==> src/rtl/rcr_pkg.sv <==
package rcr_pkg;

  typedef enum logic [2:0] {
    EV_OWNER_RD  = 3'd0,
    EV_REP_HIT   = 3'd1,
    EV_WRITE     = 3'd2,
    EV_INV_ACK   = 3'd3,
    EV_REP_EVICT = 3'd4
  } evt_kind_e;

  typedef enum logic [1:0] {
    CNT_HOLD = 2'd0,
    CNT_INC  = 2'd1,
    CNT_ONE  = 2'd2,
    CNT_ZERO = 2'd3
  } cnt_op_e;

  typedef enum logic [1:0] {
    CP_HOLD = 2'd0,
    CP_SET  = 2'd1,
    CP_CLR  = 2'd2
  } copy_op_e;

  // saturating increment toward maxv
  function automatic int sat_inc(input int v, input int maxv);
    return (v >= maxv) ? maxv : v + 1;
  endfunction

  // invalidation ack: owner reuse plus replica reuse must exceed the threshold
  function automatic logic keep_after_inv(input int own, input int reuse, input int thr);
    return (own + reuse) > thr;
  endfunction

  // replica eviction: replica reuse alone must reach the threshold
  function automatic logic keep_after_evict(input int reuse, input int thr);
    return reuse >= thr;
  endfunction

  // home-bank read qualifies for replication
  function automatic logic reached_thr(input int own, input int thr);
    return own >= thr;
  endfunction

endpackage

==> src/rtl/rcr_core_slot.sv <==
module rcr_core_slot
  import rcr_pkg::*;
#(
  parameter int CW = 3
) (
  input  logic          clk,
  input  logic          rst_n,
  input  cnt_op_e       cnt_op,
  input  copy_op_e      copy_op,
  output logic [CW-1:0] cnt_q,
  output logic          copy_q
);
  localparam int MAXV = (1 << CW) - 1;

  logic [CW-1:0] cnt_d;
  logic          copy_d;

  always_comb begin
    cnt_d = cnt_q;
    unique case (cnt_op)
      CNT_INC:  cnt_d = CW'(sat_inc(int'(cnt_q), MAXV));
      CNT_ONE:  cnt_d = CW'(1);
      CNT_ZERO: cnt_d = '0;
      default:  cnt_d = cnt_q;
    endcase
  end

  always_comb begin
    copy_d = copy_q;
    case (copy_op)
      CP_SET:  copy_d = 1'b1;
      CP_CLR:  copy_d = 1'b0;
      default: copy_d = copy_q;
    endcase
  end

  always_ff @(posedge clk) begin
    if (!rst_n) begin
      cnt_q  <= '0;
      copy_q <= 1'b0;
    end else begin
      cnt_q  <= cnt_d;
      copy_q <= copy_d;
    end
  end
endmodule

==> src/rtl/rcr_replica_track.sv <==
module rcr_replica_track
  import rcr_pkg::*;
#(
  parameter int CW = 3
) (
  input  logic          clk,
  input  logic          rst_n,
  input  logic          rep_inc,
  input  logic          rep_clr,
  input  logic          rib_set,
  input  logic          rib_clr,
  output logic [CW-1:0] rep_q,
  output logic          rib_q
);
  localparam int MAXV = (1 << CW) - 1;

  always_ff @(posedge clk) begin
    if (!rst_n) begin
      rep_q <= '0;
      rib_q <= 1'b0;
    end else begin
      if (rep_clr)      rep_q <= '0;
      else if (rep_inc) rep_q <= CW'(sat_inc(int'(rep_q), MAXV));
      if (rib_set)      rib_q <= 1'b1;
      else if (rib_clr) rib_q <= 1'b0;
    end
  end
endmodule

==> src/rtl/rcr_decide.sv <==
module rcr_decide
  import rcr_pkg::*;
#(
  parameter int NUM_CORES = 8,
  parameter int THRESH    = 4,
  parameter int CW        = 3,
  parameter int CORE_W    = 3
) (
  input  logic                 ev_rd,
  input  logic                 ev_hit,
  input  logic                 ev_wr,
  input  logic                 ev_inv,
  input  logic                 ev_evict,
  input  logic [CORE_W-1:0]    sel,
  input  logic                 local_owner,
  input  logic                 single_sharer,
  input  logic [CW-1:0]        reuse,
  input  logic [CW-1:0]        sel_cnt,
  input  logic [NUM_CORES-1:0] copy_vec,
  output cnt_op_e              cnt_op  [NUM_CORES],
  output copy_op_e             copy_op [NUM_CORES],
  output logic                 rep_inc,
  output logic                 rep_clr,
  output logic                 rib_set,
  output logic                 rib_clr,
  output logic                 create,
  output logic                 demote,
  output logic                 keep
);
  logic                 sel_copy;
  logic                 rd_over;
  logic                 ack_keep;
  logic [NUM_CORES-1:0] others_copy;

  always_comb begin
    sel_copy    = 1'b0;
    others_copy = copy_vec;
    for (int i = 0; i < NUM_CORES; i++) begin
      if (CORE_W'(i) == sel) begin
        sel_copy       = copy_vec[i];
        others_copy[i] = 1'b0;
      end
    end
  end

  assign rd_over  = ev_rd && reached_thr(int'(sel_cnt), THRESH);
  assign ack_keep = ev_inv ? keep_after_inv(int'(sel_cnt), int'(reuse), THRESH)
                           : keep_after_evict(int'(reuse), THRESH);

  always_comb begin
    for (int i = 0; i < NUM_CORES; i++) begin
      cnt_op[i]  = CNT_HOLD;
      copy_op[i] = CP_HOLD;
    end
    rep_inc = 1'b0;
    rep_clr = 1'b0;
    rib_set = 1'b0;
    rib_clr = 1'b0;
    create  = 1'b0;
    demote  = 1'b0;
    keep    = sel_copy;

    for (int i = 0; i < NUM_CORES; i++) begin
      if (CORE_W'(i) == sel) begin
        if (ev_rd) begin
          if (rd_over) begin
            rib_set = 1'b1;
            if (!local_owner) begin
              cnt_op[i]  = CNT_ONE;
              copy_op[i] = CP_SET;
              rep_clr    = 1'b1;
              create     = 1'b1;
              keep       = 1'b1;
            end
          end else begin
            cnt_op[i] = CNT_INC;
          end
        end
        if (ev_wr) cnt_op[i] = single_sharer ? CNT_INC : CNT_ONE;
        if ((ev_inv || ev_evict) && sel_copy && !ack_keep) begin
          copy_op[i] = CP_CLR;
          demote     = 1'b1;
          keep       = 1'b0;
        end
      end else if (ev_wr) begin
        cnt_op[i] = CNT_ZERO;
      end
    end

    if (ev_hit && sel_copy) rep_inc = 1'b1;
    if (ev_inv || ev_evict) rep_clr = 1'b1;
    if (demote && (others_copy == '0)) rib_clr = 1'b1;
  end
endmodule

==> src/rtl/rcr_unit.sv <==
module rcr_unit
  import rcr_pkg::*;
#(
  parameter int NUM_CORES = 8,
  parameter int THRESH    = 4,
  localparam int CW       = $clog2(THRESH + 1),
  localparam int CORE_W   = (NUM_CORES > 1) ? $clog2(NUM_CORES) : 1
) (
  input  logic                    clk,
  input  logic                    rst_n,
  input  logic                    evt_valid,
  input  logic [2:0]              evt_kind,
  input  logic [CORE_W-1:0]       evt_core,
  input  logic                    evt_local_owner,
  input  logic                    evt_single_sharer,
  input  logic [CW-1:0]           evt_reuse,
  output logic                    dec_valid,
  output logic                    dec_create,
  output logic                    dec_demote,
  output logic                    dec_keep,
  output logic [CORE_W-1:0]       dec_core,
  output logic [NUM_CORES*CW-1:0] own_cnt,
  output logic [NUM_CORES-1:0]    copy_vec,
  output logic [CW-1:0]           rep_cnt,
  output logic                    rib
);
  // named internal events
  logic core_ok, ev_rd, ev_hit, ev_wr, ev_inv, ev_evict, ev_any;

  assign core_ok  = int'(evt_core) < NUM_CORES;
  assign ev_rd    = evt_valid && core_ok && (evt_kind == EV_OWNER_RD);
  assign ev_hit   = evt_valid && core_ok && (evt_kind == EV_REP_HIT);
  assign ev_wr    = evt_valid && core_ok && (evt_kind == EV_WRITE);
  assign ev_inv   = evt_valid && core_ok && (evt_kind == EV_INV_ACK);
  assign ev_evict = evt_valid && core_ok && (evt_kind == EV_REP_EVICT);
  assign ev_any   = ev_rd || ev_hit || ev_wr || ev_inv || ev_evict;

  logic [CW-1:0] cnt_arr [NUM_CORES];
  logic [CW-1:0] sel_cnt;
  cnt_op_e       cnt_op  [NUM_CORES];
  copy_op_e      copy_op [NUM_CORES];
  logic rep_inc, rep_clr, rib_set, rib_clr;
  logic create_c, demote_c, keep_c;

  always_comb begin
    sel_cnt = '0;
    for (int i = 0; i < NUM_CORES; i++)
      if (CORE_W'(i) == evt_core) sel_cnt = cnt_arr[i];
  end

  rcr_decide #(
    .NUM_CORES(NUM_CORES), .THRESH(THRESH), .CW(CW), .CORE_W(CORE_W)
  ) u_decide (
    .ev_rd        (ev_rd),
    .ev_hit       (ev_hit),
    .ev_wr        (ev_wr),
    .ev_inv       (ev_inv),
    .ev_evict     (ev_evict),
    .sel          (evt_core),
    .local_owner  (evt_local_owner),
    .single_sharer(evt_single_sharer),
    .reuse        (evt_reuse),
    .sel_cnt      (sel_cnt),
    .copy_vec     (copy_vec),
    .cnt_op       (cnt_op),
    .copy_op      (copy_op),
    .rep_inc      (rep_inc),
    .rep_clr      (rep_clr),
    .rib_set      (rib_set),
    .rib_clr      (rib_clr),
    .create       (create_c),
    .demote       (demote_c),
    .keep         (keep_c)
  );

  for (genvar g = 0; g < NUM_CORES; g++) begin : g_slot
    rcr_core_slot #(.CW(CW)) u_slot (
      .clk    (clk),
      .rst_n  (rst_n),
      .cnt_op (cnt_op[g]),
      .copy_op(copy_op[g]),
      .cnt_q  (cnt_arr[g]),
      .copy_q (copy_vec[g])
    );
    assign own_cnt[g*CW +: CW] = cnt_arr[g];
  end

  rcr_replica_track #(.CW(CW)) u_rep (
    .clk    (clk),
    .rst_n  (rst_n),
    .rep_inc(rep_inc),
    .rep_clr(rep_clr),
    .rib_set(rib_set),
    .rib_clr(rib_clr),
    .rep_q  (rep_cnt),
    .rib_q  (rib)
  );

  always_ff @(posedge clk) begin
    if (!rst_n) begin
      dec_valid  <= 1'b0;
      dec_create <= 1'b0;
      dec_demote <= 1'b0;
      dec_keep   <= 1'b0;
      dec_core   <= '0;
    end else begin
      dec_valid  <= ev_any;
      dec_create <= ev_any && create_c;
      dec_demote <= ev_any && demote_c;
      dec_keep   <= ev_any && keep_c;
      if (ev_any) dec_core <= evt_core;
    end
  end
endmodule

==> config.mk <==
export PLATFORM = sky130hd
export DESIGN_NAME = rcr_unit
export DESIGN_NICKNAME = d
export VERILOG_FILES = /design/src/rtl/rcr_pkg.sv /design/src/rtl/rcr_core_slot.sv /design/src/rtl/rcr_replica_track.sv /design/src/rtl/rcr_decide.sv /design/src/rtl/rcr_unit.sv
export SDC_FILE = /design/constraint.sdc
export NUM_CORES = 1
export LEC_CHECK = 0
export ABC_AREA = 0
export ABC_CLOCK_PERIOD_IN_PS = 3350
export BUFFER_PORTS_ARGS = -buffer_cell sky130_fd_sc_hd__buf_2
export CORE_MARGIN = 1.5
export CORE_UTILIZATION = 40
export DETAILED_ROUTE_END_ITERATION = 7
export PLACE_DENSITY = 0.59
export SLEW_MARGIN = 40
export SYNTH_ARGS = -nofsm -noshare
export SYNTH_HDL_FRONTEND = slang
export SYNTH_SLANG_ARGS = --single-unit
==> constraint.sdc <==
create_clock -name clk -period 3.35 [get_ports clk]
set_input_delay 0.335 -clock clk [delete_from_list [all_inputs] [get_ports clk]]
set_output_delay 0.335 -clock clk [all_outputs]
set_load 0.05 [all_outputs]
---- After elaboration in Yosys (flattened, before gate mapping) ----
Cells that the tools add are included.
word-level totals
  bits in registers ....................... 43
  input bits .............................. 14
  output and inout port bits .............. 43
  logic and storage cells ................. 330
cells by class
  add/subtract/negate cells ............... 10
  $lt $le $gt $ge ......................... 12
  equal/unequal tests ..................... 51
  multiplexer cells ....................... 193
  bitwise gates (word level) .............. 1
  reductions and logical operators ........ 40
operators with widths
  kind                   number
  $mux W1                135
  $pmux W3 S3            8
  $mux W3                17
  $mux W2                25
  $eq A2 B2 Y1 const B   24
  $ge A3 B3 Y1 const B   11
  $eq A2 B1 Y1 const B   16
  $gt A32 B4 Y1 const B  1
  $add A3 B1 Y3 const B  9
  $reduce_bool A3 Y1     8
  $reduce_bool A2 Y1     9
  $pmux W1 S2            8
  $logic_and A1 B1 Y1    13
  $eq A3 B3 Y1 const A   4
  $logic_not A8 Y1       1
  $eq A2 B3 Y1 const A   2
  $eq A3 B2 Y1 const B   2
  $logic_not A3 Y1       2
  $logic_or A1 B1 Y1     5
  $add A3 B3 Y4          1
  $eq A1 B3 Y1 const A   1
  $eq A3 B1 Y1 const B   1
  $eq A3 B3 Y1 const B   1
  $reduce_or A2 Y1       1
  other kinds (2)        2

---- Depth between registers and ports, before layout ----
  word-level depth ........................ 52
  depth in mapped cells ................... 19
  depth with buffers taken out ............ 15

---- By module ----
Synthesis repeated with hierarchy kept, for this count alone.
unflattened totals
  cells, all modules ...................... 363
  area total of the unflattened synthesis .. 3076.7 um^2
modules (own cells, without submodules)
  module             instances  cells an instance  area each (um^2)  seq. area each (um^2)
  rcr_core_slot      8          21                 203.9             80.1
  rcr_decide         1          118                747.0             0.0
  rcr_unit           1          57                 505.5             140.1
  rcr_replica_track  1          20                 192.7             80.1

---- Worst setup path before layout ----
Ideal clock, no wire load.
  path type ............................... input -> register
  from .................................... in evt_core[0]
  to ...................................... reg g_slot[0].u_slot.copy_q
  setup time .............................. 0.128 ns
  arrival ................................. 3.353 ns
  required time ........................... 3.222 ns
  setup slack ............................. -0.131 ns
  stages .................................. 18
  buffers on the path ..................... 4
  path through ............................ buf_6 > buf_4 > buf_2 > mux4_2 > mux2_2 > ha_1 > inv_1 > fa_1 > nand2b_1 > a221o_1 > nand2_1 > nand3_1 > a21o_1 > buf_2 > nor2_1 > ha_1 > a21oi_1 > nor2_1
on the way
  word-level cells in the longest chain between the ends .. 18
  elaborated cells between the ends (all ways) .. 40
  those cells by class .................... add/sub: 1; order compare: 2; eq/ne: 9; mux: 22; reduce/logical: 6
RTL lines
  item                                               RTL line                                            RTL
  start: declaration                                 rcr_unit.sv:13                                      input logic [CORE_W-1:0] evt_core,
  $logic_not A3 Y1                                   rcr_decide.sv:39, rcr_decide.sv:64, rcr_unit.sv:48
  $mux W3 (8 in series)                              rcr_unit.sv:48                                      if (CORE_W'(i) == evt_core) sel_cnt = cnt_arr[i];
  $add A3 B3 Y4                                      rcr_pkg.sv:31                                       return (own + reuse) > thr;
  $gt A32 B4 Y1                                      rcr_pkg.sv:31
  $mux W1                                            rcr_decide.sv:47                                    assign ack_keep = ev_inv ? keep_after_inv(int'(sel_cnt), int'(reuse), THRESH)
  $logic_not A1 Y1                                   rcr_decide.sv:80                                    if ((ev_inv || ev_evict) && sel_copy && !ack_keep) begin
  $logic_and A1 B1 Y1                                rcr_decide.sv:80
  $mux W2                                            rcr_decide.sv:80
  $mux W2 *                                          rcr_decide.sv:64                                    if (CORE_W'(i) == sel) begin
  $eq A2 B2 Y1 or $eq A2 B1 Y1 (tied branches)       rcr_core_slot.sv:30                                 case (copy_op)
  $pmux W1 S2 or $reduce_bool A2 Y1 (tied branches)  -
  end signal: assignment                             rcr_core_slot.sv:43                                 copy_q <= copy_d;
  end: declaration                                   rcr_core_slot.sv:11                                 output logic copy_q
Every way passes the cells marked *; elsewhere a longest branch is shown, timed or not.
A chain may end at the register's enable or synchronous reset.

---- Worst setup path after layout ----
  from .................................... reg g_slot[7].u_slot.cnt_q[0]
  to ...................................... reg g_slot[6].u_slot.copy_q
on the way
  word-level cells in the longest chain between the ends .. 10
  elaborated cells between the ends (all ways) .. 16
  those cells by class .................... add/sub: 1; order compare: 2; eq/ne: 2; mux: 7; reduce/logical: 4
RTL lines
  item                                               RTL line             RTL
  start: declaration                                 rcr_core_slot.sv:10  output logic [CW-1:0] cnt_q,
  start signal: assignment                           rcr_core_slot.sv:42  cnt_q <= cnt_d;
  $mux W3 *                                          rcr_unit.sv:48
  $add A3 B3 Y4                                      rcr_pkg.sv:31
  $gt A32 B4 Y1                                      rcr_pkg.sv:31
  $mux W1                                            rcr_decide.sv:47
  $logic_not A1 Y1                                   rcr_decide.sv:80
  $logic_and A1 B1 Y1                                rcr_decide.sv:80
  $mux W2 *                                          rcr_decide.sv:80
  $mux W2 *                                          rcr_decide.sv:64
  $eq A2 B2 Y1 or $eq A2 B1 Y1 (tied branches)       rcr_core_slot.sv:30
  $pmux W1 S2 or $reduce_bool A2 Y1 (tied branches)  -
  end signal: assignment                             rcr_core_slot.sv:43
  end: declaration                                   rcr_core_slot.sv:11
Marks and branches as above.

==> impl_metrics.tcl <==
set metrics [dict create \
    rows 33 \
    p_leak_nw 1.78 \
    ir_drop_mv 0.130 \
    period_needed_ns 3.16 \
    post-place-cells 573 \
    finalNetCount 519 \
    cts-buffers-inserted 5 \
    synth_common_cells "59 x nor2_1, 43 x dfxtp_1, 43 x nand2_1" \
    drtIter0Drc 157 \
    ctsRootBufferMaster "clkbuf_8" \
    synthAdderAreaFrac_pct 11.0 \
    setup_tns_ns 0 \
    synth_mux_area_share_pct 7.06 \
    cp_num_buf_inv 1 \
    synth_flop_cell "dfxtp_1" \
    clock_skew_ns 0.00599 \
    path_cells "mux4_2, mux2_2, ha_1, inv_1, fa_1, nand2b_1, a221o_1, nand2_1, nand3_1, a21o_1, nor3_1, ha_1, nor2_1, a21oi_1, nor2_1" \
    antenna_left 0 \
    grt_pass1_wl_um 15500 \
    synthXorXnorAreaFrac_pct 0 \
    hold_viol_final 0 \
    syn_avg_cell_area_sq_um 8.25 \
    cap_violations 0 \
    gp_congestion 0.879 \
    synth_warnings 0 \
    fin_cells 581 \
    rsz0062_at_grt "false" \
    hold_class "in2reg" \
    slew_viol_final 0 \
    syn_nets 467 \
    wl_um 9650 \
    max_slew.worst_pin.slew_ns 0.589 \
    initial_utilization_pct 41.9 \
    cp.arrival_ns 3.35 \
    yosys.area.top_type "dfxtp_1" \
    core-area_sq_um 8340 \
    syn_inst 423 \
    synth.area.top_cells "dfxtp_1 25%, ha_1 10%, nor2_1 6.3%" \
    fin_area_sq_um 3930 \
    post-cts-setup-buffers 0 \
    viasPerCell 5.68 \
    status "completed" \
    io_pins 57 \
    clockBufferDepth 2 \
    synthDistinctLibCells 69 \
    avgRoutedWirePerCell_um 16.6 \
    path_delay_family "adder cells" \
    synth-edff-count 0 \
    drive_gt1_share_pct 26.3 \
    grt_overflow 0 \
    synth_top_family_by_area "simple AND/OR/NAND/NOR gates" \
    antenna_found_initial 0 \
    dpl_cell_area_sq_um 3850 \
    cts_hold_buf 0 \
    max_stage_delay_ns 0.47 \
    synth_simple_gate_area_share_pct 25.5 \
    cts_tree "yes" \
    post-route-period-util_pct 94.2 \
    grt_max_degree 28 \
    grt_use_total_pct 21.7 \
    crit_type "reg2reg" \
    hpwl_um 7290 \
    die_w_um 96.4 \
    ys_seq_area_share_pct 24.7 \
    clk_latency_ns 0.30 \
    powerDensity_nw_per_um2 287 \
    post_cts_resized 0 \
    setup_viol 0 \
    numClockSinks 43 \
    synth-compound-area-share_pct 24.3 \
    synth-seq-cells 43 \
    num_antenna_cells 0 \
    cp-end-kind "flop" \
    netlist_area_sq_um 3490 \
    timing.fmax_ghz 0.317 \
    cts.clk_slew.worst_paths_ns 0.09 \
    synth_most_common_cell "nor2_1" \
    slew_headroom_pct 60.5 \
    vias 3301 \
    areaGrowthSynthToFinish_pct 12.7 \
    die_h_um 96.4 \
    startpoint_type "flop" \
    grt_pass1_vias 3134 \
    die_area_sq_um 9300 \
    crit_fanout 9 \
    async_flop_share_pct 0 \
    netlist.area_leader.share_pct 24.7 \
    critPathSlowestCell "mux4_2" \
    cts-htree-levels 2 \
    dr.pass1.iters 4 \
    port_buffers 56 \
    drc 0 \
    final_util_pct 47.2 \
    cp.required_ns 3.54 \
]
[logic make-up (layout without fill, tap and decap cells)]
logic type                 Yosys count  in the layout
adders and majority gates           30             30
AOI/OAI and AO/OA                  113            113
muxes                               18             18
and+or+nand+nor                    175            175
buffers and inverters               44             97
DFF                                 43             43
[stage by stage]
stage / hold WS (ns) / total power, mW / setup slack [ns]
after global placement: 0.447 / 0.794 / 0.0734
after global routing: 0.389 / 1.18 / 0.0149
final: 0.379 / 1.13 / 0.194
after CTS: 0.370 / 1.13 / 0.190
after detailed placement: 0.446 / 0.797 / -0.00884
after floorplan: 0.492 / 0.732 / 0.00327
[flip-flops by register name, indices dropped and copies added, names as in the netlist]
name and cells:
g_slot.u_slot.cnt_q 24, g_slot.u_slot.copy_q 8, dec_core 3, u_rep.rep_q 3, dec_create 1, dec_demote 1, dec_keep 1, dec_valid 1
u_rep.rib_q 1
[layout make-up]
type,count,area (sq um)
Fill cell,866,4410
Timing Repair Buffer,78,445
Multi-Input combinational cell,336,2370
Clock buffer,6,72.6
Inverter,11,41.3
Clock inverter,2,12.5
Tap cell,105,131
Sequential cell,43,861
[layer usage]
layer | up-vias | GRT usage (%) | wire length, um
li1 | 1651 | - | -
met1 | 1562 | 27.8 | 4620
met2 | 79 | 37.8 | 4500
met3 | 9 | 3.05 | 417
met4 | 0 | 6.04 | 110
met5 | - | 0 | 0
[report_power, final]
part           leakage [nW]  switching, mW  internal, mW
Sequential            0.348         0.0122         0.522
Combinational          1.39          0.168        0.0841
Clock                0.0412          0.196         0.146
[final timing paths]
path	cells past startpoint	end	start	slack [ns]
worst min-delay path	3	dec_core[2]	evt_core[2]	0.38
worst max-delay path	15	g_slot[6].u_slot.copy_q	g_slot[7].u_slot.cnt_q[0]	0.19
worst min register to register	2	dec_core[1]	dec_core[1]	0.45
worst max register to register	15	g_slot[6].u_slot.copy_q	g_slot[7].u_slot.cnt_q[0]	0.19
[cells in the final DEF (no fill, tap or decap), types with 16 or more instances in the layout]
| master | instances |
|---|---|
| nor2_1 | 59 |
| buf_2 | 56 |
| nand2_1 | 43 |
| dfxtp_1 | 43 |
| ha_1 | 29 |
| a21oi_1 | 24 |
| buf_4 | 22 |
| o21ai_0 | 20 |
| nand3_1 | 16 |
[worst reg2reg max path, cell delays in order, from the launching register on]
cell and delay, ns:
dfxtp_1 0.34, mux4_2 0.47, mux2_2 0.28, ha_1 0.19, inv_1 0.07, fa_1 0.40
nand2b_1 0.11, a221o_1 0.14, nand2_1 0.05, nand3_1 0.07, a21o_1 0.31, nor3_1 0.10
ha_1 0.31, nor2_1 0.05, a21oi_1 0.11, nor2_1 0.05
Power figures use the tool's default switching activity.
